File: config.mk
export PLATFORM = sky130hd
export DESIGN_NAME = gpio_setclr_bank
export DESIGN_NICKNAME = d
export VERILOG_FILES = /design/src/rtl/gpio_bank_pkg.sv /design/src/rtl/gpio_sync.sv /design/src/rtl/gpio_w1sc_reg.sv /design/src/rtl/gpio_pad_mux.sv /design/src/rtl/gpio_setclr_bank.sv
export SDC_FILE = /design/constraint.sdc
export NUM_CORES = 1
export LEC_CHECK = 0
export BUFFER_PORTS_ARGS = -buffer_cell sky130_fd_sc_hd__buf_2
export CAP_MARGIN = 0
export CORE_AREA = 2 2 238 240
export DETAILED_ROUTE_END_ITERATION = 8
export DIE_AREA = 0 0 240 242
export PLACE_DENSITY_LB_ADDON = 0.15
export SYNTH_ARGS = -nofsm -noshare
export SYNTH_HDL_FRONTEND = slang
export SYNTH_SLANG_ARGS = --single-unit
export TNS_END_PERCENT = 5
File: constraint.sdc
create_clock -name clk -period 5.35 [get_ports clk]
set_clock_uncertainty 0.2 [all_clocks]
set_input_delay 1.07 -clock clk [delete_from_list [all_inputs] [get_ports clk]]
set_output_delay 1.07 -clock clk [all_outputs]
set_load 0.01 [all_outputs]
File: src/rtl/gpio_bank_pkg.sv
package gpio_bank_pkg;
   localparam int BUS_W  = 32;
   localparam int ADDR_W = 8;

   localparam logic [ADDR_W-1:0] OFS_OWN_SET  = 8'h00;
   localparam logic [ADDR_W-1:0] OFS_OWN_CLR  = 8'h04;
   localparam logic [ADDR_W-1:0] OFS_OWN_STAT = 8'h08;
   localparam logic [ADDR_W-1:0] OFS_OE_SET   = 8'h10;
   localparam logic [ADDR_W-1:0] OFS_OE_CLR   = 8'h14;
   localparam logic [ADDR_W-1:0] OFS_OE_STAT  = 8'h18;
   localparam logic [ADDR_W-1:0] OFS_DO_SET   = 8'h30;
   localparam logic [ADDR_W-1:0] OFS_DO_CLR   = 8'h34;
   localparam logic [ADDR_W-1:0] OFS_DO_STAT  = 8'h38;
   localparam logic [ADDR_W-1:0] OFS_LVL_STAT = 8'h3C;
   localparam logic [ADDR_W-1:0] OFS_IM_SET   = 8'h40;
   localparam logic [ADDR_W-1:0] OFS_IM_CLR   = 8'h44;
   localparam logic [ADDR_W-1:0] OFS_IM_STAT  = 8'h48;
   localparam logic [ADDR_W-1:0] OFS_CHG_STAT = 8'h4C;
   localparam logic [ADDR_W-1:0] OFS_SEL_A    = 8'h70;
   localparam logic [ADDR_W-1:0] OFS_SEL_B    = 8'h74;
   localparam logic [ADDR_W-1:0] OFS_SEL_STAT = 8'h78;
endpackage

File: src/rtl/gpio_sync.sv
module gpio_sync #(
   parameter int WIDTH  = 32,
   parameter int STAGES = 2
) (
   input  logic             clk,
   input  logic             rst_n,
   input  logic [WIDTH-1:0] d,
   output logic [WIDTH-1:0] q
);
   logic [WIDTH-1:0] chain [STAGES];

   always_ff @(posedge clk or negedge rst_n) begin
      if (!rst_n) chain[0] <= '0;
      else        chain[0] <= d;
   end

   for (genvar s = 1; s < STAGES; s++) begin : g_stage
      always_ff @(posedge clk or negedge rst_n) begin
         if (!rst_n) chain[s] <= '0;
         else        chain[s] <= chain[s-1];
      end
   end

   assign q = chain[STAGES-1];
endmodule

File: src/rtl/gpio_w1sc_reg.sv
module gpio_w1sc_reg #(
   parameter int          WIDTH = 32,
   parameter logic [31:0] RESET = '0
) (
   input  logic             clk,
   input  logic             rst_n,
   input  logic             set_en,
   input  logic             clr_en,
   input  logic [WIDTH-1:0] mask,
   output logic [WIDTH-1:0] q
);
   logic [WIDTH-1:0] set_m, clr_m;
   assign set_m = set_en ? mask : '0;
   assign clr_m = clr_en ? mask : '0;

   always_ff @(posedge clk or negedge rst_n) begin
      if (!rst_n) q <= RESET[WIDTH-1:0];
      else        q <= (q & ~clr_m) | set_m;
   end
endmodule

File: src/rtl/gpio_pad_mux.sv
module gpio_pad_mux #(
   parameter int WIDTH = 32
) (
   input  logic [WIDTH-1:0] own_gpio,
   input  logic [WIDTH-1:0] use_b,
   input  logic [WIDTH-1:0] gp_out,
   input  logic [WIDTH-1:0] gp_oe,
   input  logic [WIDTH-1:0] a_out,
   input  logic [WIDTH-1:0] a_oe,
   input  logic [WIDTH-1:0] b_out,
   input  logic [WIDTH-1:0] b_oe,
   input  logic [WIDTH-1:0] pad_lvl,
   output logic [WIDTH-1:0] pad_out,
   output logic [WIDTH-1:0] pad_oe,
   output logic [WIDTH-1:0] a_in,
   output logic [WIDTH-1:0] b_in
);
   for (genvar p = 0; p < WIDTH; p++) begin : g_pin
      always_comb begin
         if (own_gpio[p]) begin
            pad_out[p] = gp_out[p];
            pad_oe[p]  = gp_oe[p];
         end else if (use_b[p]) begin
            pad_out[p] = b_out[p];
            pad_oe[p]  = b_oe[p];
         end else begin
            pad_out[p] = a_out[p];
            pad_oe[p]  = a_oe[p];
         end
      end
      assign a_in[p] = pad_lvl[p] & ~own_gpio[p] & ~use_b[p];
      assign b_in[p] = pad_lvl[p] & ~own_gpio[p] &  use_b[p];
   end
endmodule

File: src/rtl/gpio_setclr_bank.sv
module gpio_setclr_bank
   import gpio_bank_pkg::*;
#(
   parameter int NPINS       = 32,
   parameter int SYNC_STAGES = 2
) (
   input  logic              clk,
   input  logic              rst_n,
   input  logic              bus_wr,
   input  logic              bus_rd,
   input  logic [ADDR_W-1:0] bus_addr,
   input  logic [BUS_W-1:0]  bus_wdata,
   output logic [BUS_W-1:0]  bus_rdata,
   input  logic [NPINS-1:0]  pad_in,
   output logic [NPINS-1:0]  pad_out,
   output logic [NPINS-1:0]  pad_oe,
   input  logic [NPINS-1:0]  side_a_out,
   input  logic [NPINS-1:0]  side_a_oe,
   output logic [NPINS-1:0]  side_a_in,
   input  logic [NPINS-1:0]  side_b_out,
   input  logic [NPINS-1:0]  side_b_oe,
   output logic [NPINS-1:0]  side_b_in,
   output logic              irq
);
   localparam int PAD_W = BUS_W - NPINS;

   if (NPINS < 1 || NPINS > BUS_W) begin : g_bad_npins
      $error("NPINS must lie in 1..32");
   end
   if (SYNC_STAGES < 2) begin : g_bad_sync
      $error("SYNC_STAGES must be at least 2");
   end

   logic [NPINS-1:0] wmask;
   assign wmask = bus_wdata[NPINS-1:0];

   function automatic logic hit(input logic [ADDR_W-1:0] a, input logic [ADDR_W-1:0] ofs);
      return bus_wr && (a == ofs);
   endfunction

   logic [NPINS-1:0] own_q, oe_q, do_q, im_q, sel_q;

   gpio_w1sc_reg #(.WIDTH(NPINS), .RESET('1)) u_own (
      .clk(clk), .rst_n(rst_n), .set_en(hit(bus_addr, OFS_OWN_SET)),
      .clr_en(hit(bus_addr, OFS_OWN_CLR)), .mask(wmask), .q(own_q));
   gpio_w1sc_reg #(.WIDTH(NPINS), .RESET('0)) u_oe (
      .clk(clk), .rst_n(rst_n), .set_en(hit(bus_addr, OFS_OE_SET)),
      .clr_en(hit(bus_addr, OFS_OE_CLR)), .mask(wmask), .q(oe_q));
   gpio_w1sc_reg #(.WIDTH(NPINS), .RESET('0)) u_do (
      .clk(clk), .rst_n(rst_n), .set_en(hit(bus_addr, OFS_DO_SET)),
      .clr_en(hit(bus_addr, OFS_DO_CLR)), .mask(wmask), .q(do_q));
   gpio_w1sc_reg #(.WIDTH(NPINS), .RESET('0)) u_im (
      .clk(clk), .rst_n(rst_n), .set_en(hit(bus_addr, OFS_IM_SET)),
      .clr_en(hit(bus_addr, OFS_IM_CLR)), .mask(wmask), .q(im_q));
   gpio_w1sc_reg #(.WIDTH(NPINS), .RESET('0)) u_sel (
      .clk(clk), .rst_n(rst_n), .set_en(hit(bus_addr, OFS_SEL_B)),
      .clr_en(hit(bus_addr, OFS_SEL_A)), .mask(wmask), .q(sel_q));

   logic [NPINS-1:0] lvl_q, lvl_prev_q, chg, isr_q;
   logic             isr_rd;

   gpio_sync #(.WIDTH(NPINS), .STAGES(SYNC_STAGES)) u_sync (
      .clk(clk), .rst_n(rst_n), .d(pad_in), .q(lvl_q));

   assign chg    = lvl_q ^ lvl_prev_q;
   assign isr_rd = bus_rd && (bus_addr == OFS_CHG_STAT);

   always_ff @(posedge clk or negedge rst_n) begin
      if (!rst_n) begin
         lvl_prev_q <= '0;
         isr_q      <= '0;
      end else begin
         lvl_prev_q <= lvl_q;
         isr_q      <= isr_rd ? chg : (isr_q | chg);
      end
   end

   assign irq = |(isr_q & im_q);

   gpio_pad_mux #(.WIDTH(NPINS)) u_mux (
      .own_gpio(own_q), .use_b(sel_q), .gp_out(do_q), .gp_oe(oe_q),
      .a_out(side_a_out), .a_oe(side_a_oe), .b_out(side_b_out), .b_oe(side_b_oe),
      .pad_lvl(pad_in), .pad_out(pad_out), .pad_oe(pad_oe),
      .a_in(side_a_in), .b_in(side_b_in));

   logic [NPINS-1:0] rd_sel;
   always_comb begin
      unique case (bus_addr)
         OFS_OWN_STAT: rd_sel = own_q;
         OFS_OE_STAT:  rd_sel = oe_q;
         OFS_DO_STAT:  rd_sel = do_q;
         OFS_LVL_STAT: rd_sel = lvl_q;
         OFS_IM_STAT:  rd_sel = im_q;
         OFS_CHG_STAT: rd_sel = isr_q;
         OFS_SEL_STAT: rd_sel = sel_q;
         default:      rd_sel = '0;
      endcase
   end

   if (PAD_W > 0) begin : g_pad
      assign bus_rdata = {{PAD_W{1'b0}}, rd_sel};
   end else begin : g_full
      assign bus_rdata = rd_sel;
   end
endmodule

* After elaboration in Yosys (flattened, before gate mapping)
Index checks and enable logic that the tools add are counted.
** Operators by class
- Equal/unequal tests :: 16
- Mux-type cells :: 140
- Bitwise gates (word level) :: 178
- Reduce and logical (&&, ||, !) cells :: 13
** Operator list (count)
- $mux 32 :: 11
- $pmux 32 s7 :: 1
- $and 32x32->32 :: 6
- $or 32x32->32 :: 6
- $not 32->32 :: 5
- $mux 1 :: 128
- $and 1x1->1 :: 96
- $not 1->1 :: 64
- $eq 8x7->1 const B :: 7
- $eq 8x6->1 const B :: 4
- $reduce_or 32->1 :: 1
- $xor 32x32->32 :: 1
- $eq 8x5->1 const B :: 3
- $logic_and 1x1->1 :: 11
- $eq 8x3->1 const B :: 1
- $eq 8x4->1 const B :: 1
- $logic_not 8->1 :: 1
** Storage, ports and cells
- Bits in registers :: 288
- Input bits :: 204
- Output and inout bits :: 161
- Word-level logic and storage cells :: 356

* Longest topological paths before layout
- Depth after elaboration :: 6
- Depth in mapped cells :: 7
- Mapped depth without buffers :: 4

* Cells and area by module
Synthesis repeated with hierarchy kept, for this count alone.
** Unflattened totals
- Cell total of the unflattened synthesis :: 1276
- Area total of the unflattened synthesis :: 14034.7 um^2
** Modules (own cells, without submodules)
- gpio_w1sc_reg (u_do ...) :: times used 4, cells each 102, area an instance 1249.9 um^2, seq. area each 800.8 um^2
- gpio_setclr_bank :: times used 1, cells each 414, area an instance 4141.5 um^2, seq. area each 1601.5 um^2
- gpio_sync :: times used 1, cells each 96, area an instance 1841.8 um^2, seq. area each 1601.5 um^2
- gpio_pad_mux :: times used 1, cells each 256, area an instance 1761.7 um^2, seq. area each 0.0 um^2
- gpio_w1sc_reg (u_own) :: times used 1, cells each 102, area an instance 1290.0 um^2, seq. area each 840.8 um^2

* Worst setup path before layout
No wires, ideal clock.
- Path type :: input -> output
- Start :: input port bus_addr[2]
- End :: output port bus_rdata[10]
- Data arrival time :: 2.588 ns
- Required time :: 4.080 ns
- Path slack :: 1.492 ns
- Stages :: 5
- Path buffers :: 2
- Cells stage by stage :: or4b_1 or3_1 buf_2 buf_2 o211ai_1
** Between the ends
- Longest elaborated chain between the ends :: 2
- Elaborated cells on any way between the ends :: 8
** Ends and longest elaborated chain
- from (decl) :: RTL line gpio_setclr_bank.sv:11 : input logic [ADDR_W-1:0] bus_addr,
- $eq 8x7->1, or another cell as far along :: RTL line gpio_setclr_bank.sv:88 : unique case (bus_addr)
- $pmux 32 s7 (*) :: RTL line gpio_setclr_bank.sv:88
- to (decl) :: RTL line gpio_setclr_bank.sv:13 : output logic [BUS_W-1:0] bus_rdata,
Mark *: on every way between the ends. The rest lies on a longest branch, timed or not.

* Worst setup path in the final report
- Start :: input port bus_addr[2]
- End :: output port bus_rdata[3]
Same word-level chain as after synthesis.

==> metrics.yaml <==
worst_path_max_fanout: 29
drt_drc_violations_left: 0
ir_worst_vdd_uv: 194
min_path_type: "register to register"
cell_count_after_synthesis: 1280
htreeDepth: 2
final_net_count: 1788
timing.slew.headroom: 0.148
synth_xor_area_frac: 0.0203
synth.net_count: 1484
report.final.slew_viol_count: 0
worst_setup_hold_path_clk_slew_ns: 0.06
cts_tree: "done"
clockRootBuffer: "sky130_fd_sc_hd__clkbuf_16"
final_antenna_net_count: 0
total_number_of_yosys_warnings: 0
wl_per_cell_um: 22.0
muxShareOfSynthArea: 0.0699
post_route_cells_drive_above_1_share: 0.313
first_global_vias: 11678
port_buffers: 364
synthAdderAreaFrac: 0
yosys_register_bits: 288
combinational_family_with_the_most_area_after_synthesis: "compound AO/OA/AOI/OAI gates"
antenna_violations_before_repair: 0
critical_path.startpoint_type: "primary input"
post_synth_and_or_nand_nor_area_fraction: 0.125
yosys_most_used_dff: "sky130_fd_sc_hd__dfrtp_1"
postLayoutCoreUtil: 0.317
hpwlAfterDp_mm: 35.7
finalSetupViolCount: 0
ys_types: 43
period_share: 0.875
synth_sequential_area_ratio: 0.526
cellLeakagePower_nw: 7.65
flow.area_growth_from_synthesis_pct: 28.2
start_util: 0.247
final.fill_count: 5790
core_area_um2: 55700
p_per_area_nw_per_um2: 312
cts.path.max_buffers: 3
vias: 11480
grt_pass1_wl_mm: 76.8
max_cap_viol_count: 0
post_cts.repair.setup_buffers: 0
gr-usage-all-layers: 0.177
run_status: "complete, no violations"
path_class: "primary input to output port"
drt-pass1-iter-count: 5
post_synth.cell_area_avg_um2: 10.8
die_w_um: 240
worst-endpoint-arrival_ns: 3.41
synth-compound-area-share: 0.220
boundaryPins: 365
drt-vias-per-instance: 4.84
worstPathRequired_ns: 4.08
synthesis.area_um2: 13800
grt_max_degree: 116
post_synth_edffs: 0
timing_hold_violations_final: 0
worstMarginPinSlew_ns: 1.27
die_y_um: 242
seq_area_um2: 7250
detail_route.iter0.violations: 879
tmin_final_ns: 4.68
multi_input_area_um2: 6110
clkSinkCount: 288
share_of_synthesized_registers_carrying_an_async_set_or_reset: 1.00
tns_ns: 0
insertion_delay_ns: 0.54
place_congestion: 0.779
cts_inserted_buffers: 37
grt_setup_unrepaired: "false"
cts.repair.resized: 0
grt-ovfl-total: 0
cts_hold_buffers: 0
crit_path_end_kind: "output port"
wirelength_mm: 52.1
max_clock_freq_mhz: 214
die_area_um2: 58100
rows: 87
final timing paths:
kind	from	to	slack [ns]	depth (start not counted)
worst max-delay path	bus_addr[2]	bus_rdata[3]	0.67	5
worst min-delay path	u_sync.chain[46]	u_sync.q[14]	0.14	0
worst min register to register	u_sync.chain[46]	u_sync.q[14]	0.14	0
min in group asynchronous	rst_n	u_do.q[23]	0.41	1
worst max register to register	u_sync.q[26]	isr_q[26]	4.27	2
max in group asynchronous	rst_n	u_own.q[10]	3.43	2
worst max-delay path, cell delays in order:
cell and delay (ns):
sky130_fd_sc_hd__buf_2 0.13, sky130_fd_sc_hd__or4b_1 0.67, sky130_fd_sc_hd__or3_2 0.90, sky130_fd_sc_hd__o211ai_1 0.43, sky130_fd_sc_hd__buf_2 0.20
layout make-up:
| class | count | area share |
|---|---|---|
| sequential | 288 | 0.410 |
| multi-input combinational | 865 | 0.346 |
| timing repair buffer | 390 | 0.117 |
| clock buffer | 55 | 0.0632 |
| tap | 756 | 0.0535 |
| clock inverter | 13 | 0.00956 |
| inverter | 2 | 0.000425 |
| antenna | 1 | 0.000142 |
cell usage after synthesis (3+ instances only):
cell type                   number  area share
sky130_fd_sc_hd__dfrtp_1       256        0.46
sky130_fd_sc_hd__nand2_1       242       0.066
sky130_fd_sc_hd__a22o_1        191        0.12
sky130_fd_sc_hd__mux2i_1        94       0.068
sky130_fd_sc_hd__clkbuf_1       90       0.025
sky130_fd_sc_hd__o21ai_0        65       0.024
sky130_fd_sc_hd__a22oi_1        35       0.019
sky130_fd_sc_hd__buf_2          33       0.012
sky130_fd_sc_hd__nor3b_1        33       0.018
sky130_fd_sc_hd__a21o_1         32       0.017
sky130_fd_sc_hd__and3b_1        32       0.020
sky130_fd_sc_hd__dfstp_2        32       0.061
sky130_fd_sc_hd__xor2_1         32       0.020
sky130_fd_sc_hd__o22ai_1        16      0.0073
sky130_fd_sc_hd__a221o_1        15       0.011
sky130_fd_sc_hd__o211ai_1       13      0.0071
sky130_fd_sc_hd__a222oi_1       12      0.0087
sky130_fd_sc_hd__nor2_1          9      0.0025
sky130_fd_sc_hd__nor3_1          5      0.0018
sky130_fd_sc_hd__a221oi_1        4      0.0025
sky130_fd_sc_hd__nand4_1         4      0.0018
sky130_fd_sc_hd__a2bb2oi_1       3      0.0019
sky130_fd_sc_hd__nor2b_1         3      0.0014
sky130_fd_sc_hd__nor3_2          3      0.0022
cell families (layout without fill, tap and decap cells):
group | count (synthesis) | after routing
compound gates | 387 | 387
simple gates | 350 | 350
flops | 288 | 288
buf+inv | 127 | 460
mux | 96 | 96
xor+xnor | 32 | 32
other cells | 0 | 1
per-layer routing:
metal	vias up	routed length, µm	GRT usage
met5	-	0	0
met4	0	933	0.0471
met3	54	2510	0.0277
met2	348	25200	0.296
met1	5739	23400	0.237
li1	5339	-	-
state kept, by name, summed over array words and instances, names as in the netlist:
register      flops
u_sync.q         32
lvl_prev_q       32
isr_q            32
u_sel.q          32
u_own.q          32
u_sync.chain     32
u_do.q           32
u_oe.q           32
u_im.q           32
where the power goes:
group          switching (mW)  leakage [nW]  total (mW)  internal, mW
Sequential              0.113          3.49        2.40          2.29
Clock                   0.981         0.640        2.62          1.64
Combinational           0.270          3.52       0.501         0.231
per-stage QoR:
step | worst slack [ns] | cells | total power [mW] | area [µm²] | hold slack, ns
after CTS | 0.677 | 2369 | 5.60 | 17700 | 0.144
after floorplan | 1.49 | 1280 | 2.67 | 13800 | 0.131
after global placement | 0.737 | 2301 | 2.94 | 16400 | 0.133
final | 0.667 | 2370 | 5.52 | 17700 | 0.143
after detailed placement | 0.682 | 2301 | 2.94 | 16400 | 0.135
after global routing | 0.621 | 2369 | 5.76 | 17700 | 0.151
layout by cell type (no fill, tap or decap), drive strengths merged, types with 3 or more instances in the layout:
| cell type | n |
|---|---|
| nor3b | 34 |
| and3b | 32 |
| a221oi | 4 |
| dfrtp | 256 |
| clkinv | 8 |
| nand4 | 4 |
| o22ai | 16 |
| dfstp | 32 |
| nand2 | 242 |
| or4b | 3 |
| o21ai | 65 |
| a2bb2oi | 3 |
| a22oi | 35 |
| a221o | 15 |
| bufinv | 4 |
| o211ai | 13 |
| a222oi | 12 |
| a22o | 191 |
| a21o | 32 |
| mux2i | 94 |
| buf | 390 |
| inv | 3 |
| clkbuf | 55 |
| nor2 | 10 |
| xor2 | 32 |
| nor3 | 8 |
| nor2b | 3 |
Note: power is estimated with default switching activity, not from simulation.
